==> src/rtl/parity_io_pkg.sv <==
package parity_io_pkg;

    localparam int SLICE_W = 9;

    typedef enum logic {
        MODE_TX = 1'b0,
        MODE_RX = 1'b1
    } mode_e;

    // Result presented at the pin and flag outputs
    typedef struct packed {
        logic oe;     // drive enable of the shared pin
        logic drive;  // value driven when oe is set
        logic ok_n;   // active-low error flag (1 = no error)
    } pin_res_t;

    localparam pin_res_t RES_IDLE = '{oe: 1'b0, drive: 1'b0, ok_n: 1'b1};

    function automatic logic slice_odd(input logic [SLICE_W-1:0] v);
        return ^v;
    endfunction

endpackage

==> src/rtl/pio_slice.sv <==
module pio_slice
    import parity_io_pkg::*;
(
    input  logic [SLICE_W-1:0] bits,
    input  logic               casc_in,
    output logic               casc_out
);
    // casc_out is 1 when this slice and all earlier ones hold an odd count
    assign casc_out = slice_odd(bits) ^ casc_in;
endmodule

==> src/rtl/pio_chain.sv <==
module pio_chain
    import parity_io_pkg::*;
#(
    parameter int SLICES = 2,
    localparam int W = SLICES * SLICE_W
) (
    input  logic [W-1:0] data,
    output logic         word_odd
);
    logic [SLICES:0] link;
    assign link[0] = 1'b0;

    for (genvar k = 0; k < SLICES; k++) begin : g_slice
        pio_slice u_slice (
            .bits     (data[k*SLICE_W +: SLICE_W]),
            .casc_in  (link[k]),
            .casc_out (link[k+1])
        );
    end

    assign word_odd = link[SLICES];
endmodule

==> src/rtl/pio_port.sv <==
module pio_port
    import parity_io_pkg::*;
(
    input  mode_e    mode,
    input  logic     word_odd,
    input  logic     pin_val,
    output pin_res_t res
);
    always_comb begin
        res = RES_IDLE;
        if (mode == MODE_TX) begin
            res.oe    = 1'b1;
            res.drive = ~word_odd;   // make word plus bit odd
            res.ok_n  = 1'b1;
        end else begin
            res.oe    = 1'b0;
            res.drive = 1'b0;
            res.ok_n  = word_odd ^ pin_val; // odd total is good
        end
    end
endmodule

==> src/rtl/pio_stage.sv <==
module pio_stage
    import parity_io_pkg::*;
#(
    parameter bit REG_OUT = 1'b1
) (
    input  logic     clk,
    input  logic     rst,
    input  pin_res_t d,
    output pin_res_t q
);
    if (REG_OUT) begin : g_reg
        always_ff @(posedge clk) begin
            if (rst) q <= RES_IDLE;
            else     q <= d;
        end
    end else begin : g_wire
        logic unused_clkrst;
        assign unused_clkrst = clk ^ rst;
        assign q = d;
    end
endmodule

==> src/rtl/parity_io_unit.sv <==
module parity_io_unit
    import parity_io_pkg::*;
#(
    parameter int SLICES  = 2,
    parameter bit REG_OUT = 1'b1,
    localparam int W = SLICES * SLICE_W
) (
    input  logic         clk,
    input  logic         rst,
    input  logic [W-1:0] data_in,
    input  logic         rx_mode,
    input  logic         par_in,
    output logic         par_out,
    output logic         par_oe,
    output logic         err_n
);
    logic     word_odd;
    pin_res_t res_now;
    pin_res_t res_out;

    pio_chain #(.SLICES(SLICES)) u_chain (
        .data     (data_in),
        .word_odd (word_odd)
    );

    pio_port u_port (
        .mode     (mode_e'(rx_mode)),
        .word_odd (word_odd),
        .pin_val  (par_in),
        .res      (res_now)
    );

    pio_stage #(.REG_OUT(REG_OUT)) u_stage (
        .clk (clk),
        .rst (rst),
        .d   (res_now),
        .q   (res_out)
    );

    assign par_out = res_out.drive;
    assign par_oe  = res_out.oe;
    assign err_n   = res_out.ok_n;
endmodule

==> config.mk <==
export PLATFORM = sky130hd
export DESIGN_NAME = parity_io_unit
export DESIGN_NICKNAME = d
export VERILOG_FILES = /design/src/rtl/parity_io_pkg.sv /design/src/rtl/pio_slice.sv /design/src/rtl/pio_chain.sv /design/src/rtl/pio_port.sv /design/src/rtl/pio_stage.sv /design/src/rtl/parity_io_unit.sv
export SDC_FILE = /design/constraint.sdc
export NUM_CORES = 1
export LEC_CHECK = 0
export ABC_CLOCK_PERIOD_IN_PS = 5000
export CORE_AREA = 4 4 41 43
export CTS_BUF_LIST = sky130_fd_sc_hd__clkbuf_4 sky130_fd_sc_hd__clkbuf_8
export DETAILED_ROUTE_END_ITERATION = 7
export DIE_AREA = 0 0 45 47
export GPL_ROUTABILITY_DRIVEN = 0
export GPL_TIMING_DRIVEN = 0
export PLACE_DENSITY_LB_ADDON = 0.15
export SLEW_MARGIN = 20
export SYNTH_ARGS = -nofsm -noshare
export SYNTH_HDL_FRONTEND = slang
export SYNTH_HIERARCHICAL = 1
export SYNTH_SLANG_ARGS = --single-unit
==> constraint.sdc <==
create_clock -name clk -period 5 [get_ports clk]
set_input_delay 1 -clock clk [delete_from_list [all_inputs] [get_ports clk]]
set_output_delay 1 -clock clk [all_outputs]
set_load 0.005 [all_outputs]
==> flow_summary_export.csv <==
group,metric,value,unit
setup_path,cp.arrival,3230,ps
hold_path,hp-class,"input pin to flip-flop",
placement,place_inst,66,
power,p_seq_frac,0.185,
timing,fmax,0.321,GHz
power,switching_share,0.238,
finish,fill_cells,143,
setup_path,worstPathMaxFanout,2,
power,powerDensity,281,mW/mm²
global_routing,grt.overflow.total,0,
finish,multi_input_area,226,µm²
setup_path,cpMaxStageDelayCell,"clkdlybuf4s50_1",
routing,viasPerCell,3.81,
floorplanning,die_width,45,µm
logic_synthesis,ys_types,10,
setup_path,worst_setup_path_end_kind,"flip-flop",
job,maxCapViolations,0,
global_routing,antenna_found_initial,0,
finish,regArea,60.1,µm²
timing,fin_crit_sh,0.623,
clock_tree,cts_sinks,3,
global_routing,grt_max_degree,4,
clock_tree,cts_resized,0,
floorplanning,core-area,0.00130,mm²
routing,drtIter0Drc,0,
timing,setup_viol,0,
finish,insertedDiodeCount,0,
logic_synthesis,synth_nets,49,
routing,post-route-drc-count,0,
global_routing,global_route.usage.total,0.0633,
logic_synthesis,ys_seq_elements,3,
floorplanning,initial_utilization,0.223,
power,peakVddDrop,107,µV
routing,vias,267,
power,p_leak,0.000235,µW
clock_tree,root_buffer,"clkbuf_4",
floorplanning,die_y,47,µm
routing,drtPass1Iterations,1,
timing,hold_viol,0,
finish,largest_reg_flops,3,
clock_tree,cts_hold_buf,0,
power,clockPowerShare,0.280,
floorplanning,core.rowCount,13,
clock_tree,cts_tree,"built",
timing,setup_tns,0,ps
setup_path,max_stage_delay,470,ps
setup_path,crit_top_cell,"xnor2_1",
status,run_status,"completed",
logic_synthesis,synth_area,290,µm²
setup_path,critPathLaunchType,"input pin",
finish,fin_cells,70,
routing,drt_wl_total,576,µm
logic_synthesis,ys_seq_area_frac,0.207,
global_routing,grt_first_pass_wirelength,869,µm
clock_tree,cts_buffers,3,
clock_tree,cts.clk_slew.worst_paths,30,ps
timing,rsz0062_at_grt,"no",
routing,final_antenna_net_count,0,
timing,report.final.slew_viol_count,0,
floorplanning,io_pins,25,
placement,dpl.hpwl,583,µm
global_routing,first_global_vias,269,
finish,nets,78,
finish,area_delta_synth_final,99.6,%
finish,max_flop_register,"u_stage/q",
finish,utilization,0.445,
finish,layout-drive-gt1-share,0.145,
finish,stdcell_area,579,µm²
placement,io_buffer_count,24,
logic_synthesis,syn_avg_cell_area,10.8,µm²
placement,placed_area,549,µm²
clock_tree,h-tree-depth,1,
power,internal-power,124,µW
routing,wl_per_cell,8.23,µm
clock_tree,cts_setup_buffers,0,
setup_path,cp_cell_sequence,"clkdlybuf4s50_1, xnor2_1, xnor3_1, xnor2_1, xnor2_1, xnor3_1, xnor2_1, xnor2_1, nand2_1, or2_1",
logic_synthesis,ys_warn_count,6,
setup_path,worstPathRequired,5110,ps
timing,post-route-min-period,3120,ps
finish,top_regs,"u_stage/q (3)",
logic_synthesis,syn_inst,27,
setup_path,critPathKind,"input pin to flip-flop",
clock_tree,clock_path_buffers,2,
power,p_comb_frac,0.534,
floorplanning,dieArea,0.00212,mm²
power,power_switching,38.7,µW
[stage by stage]
stage          power, µW  setup WS (ps)  hold slack, ps
2_1_floorplan       86.9           2180            1100
3_3_place_gp         118           1650            1600
3_5_place_dp         119           1620            1620
4_1_cts              167           1850            1380
5_1_grt              175           1750            1400
6_report             163           1880            1380
[cells by family (layout without fill, tap and decap cells)]
| logic type | Yosys count | count (layout) | synth area share |
|---|---|---|---|
| AND/OR/NAND/NOR | 5 | 5 | 0.108 |
| buffers and inverters | 1 | 29 | 0.0129 |
| other | 1 | 1 | 0.0129 |
| XOR/XNOR | 17 | 17 | 0.659 |
| flip-flops | 3 | 3 | 0.207 |
[cells in the mapped netlist]
library cell,number,area share
dfxtp_1,3,0.21
conb_1,1,0.013
nor2_1,1,0.013
and2b_2,2,0.060
xnor3_1,2,0.16
or2_1,1,0.022
nand2_1,1,0.013
xnor2_1,13,0.39
xnor2_2,2,0.11
inv_1,1,0.013
[worst max-delay path, delay by kind of cell]
| kind | cells | cell delay, ps |
|---|---|---|
| AND/OR/NAND/NOR | 2 | 250 |
| buffers and inverters | 1 | 470 |
| XOR/XNOR | 7 | 1490 |
[path summary, 6_finish.rpt]
kind | from | slack (ps) | depth (start not counted) | to
hold / removal | rst | 1380 | 2 | u_stage/q[0]$_SDFF_PP1_
setup / recovery | data_in[6] | 1880 | 10 | u_stage/q[0]$_SDFF_PP1_
[power groups by stage]
stage	clock network [µW]	registers, µW	logic (µW)
after floorplan	0	31.5	55.5
after detailed placement	0	30.7	88.6
after CTS	47.8	30.3	88.6
final	45.7	30.2	87.1
after global placement	0	30.4	87.2
after global routing	50.0	30.5	94.1
[final cells by class]
type	instances	area share
multi-input combinational	23	0.391
tap	15	0.0324
timing repair buffer	24	0.415
inverter	1	0.00648
sequential	3	0.104
clock buffer	4	0.0518
[placed cells by master (no fill, tap or decap), drive strengths merged]
| cell type | netlist | layout |
|---|---|---|
| clkdlybuf4s50 | 0 | 24 |
| dfxtp | 3 | 3 |
| clkbuf | 0 | 4 |
| nand2 | 1 | 1 |
| xnor2 | 15 | 15 |
| nor2 | 1 | 1 |
| inv | 1 | 1 |
| and2b | 2 | 2 |
| xnor3 | 2 | 2 |
| conb | 1 | 1 |
| or2 | 1 | 1 |
[per-layer routing]
metal / wire, µm / GRT usage / up-vias / share of wire
met5: 0 / 0 / - / 0
met3: 38 / 0.0230 / 0 / 0.066
met4: 0 / 0.0702 / 0 / 0
met1: 108 / 0.0274 / 123 / 0.19
met2: 429 / 0.141 / 7 / 0.74
li1: - / - / 137 / -
Power figures use the tool's default switching activity.
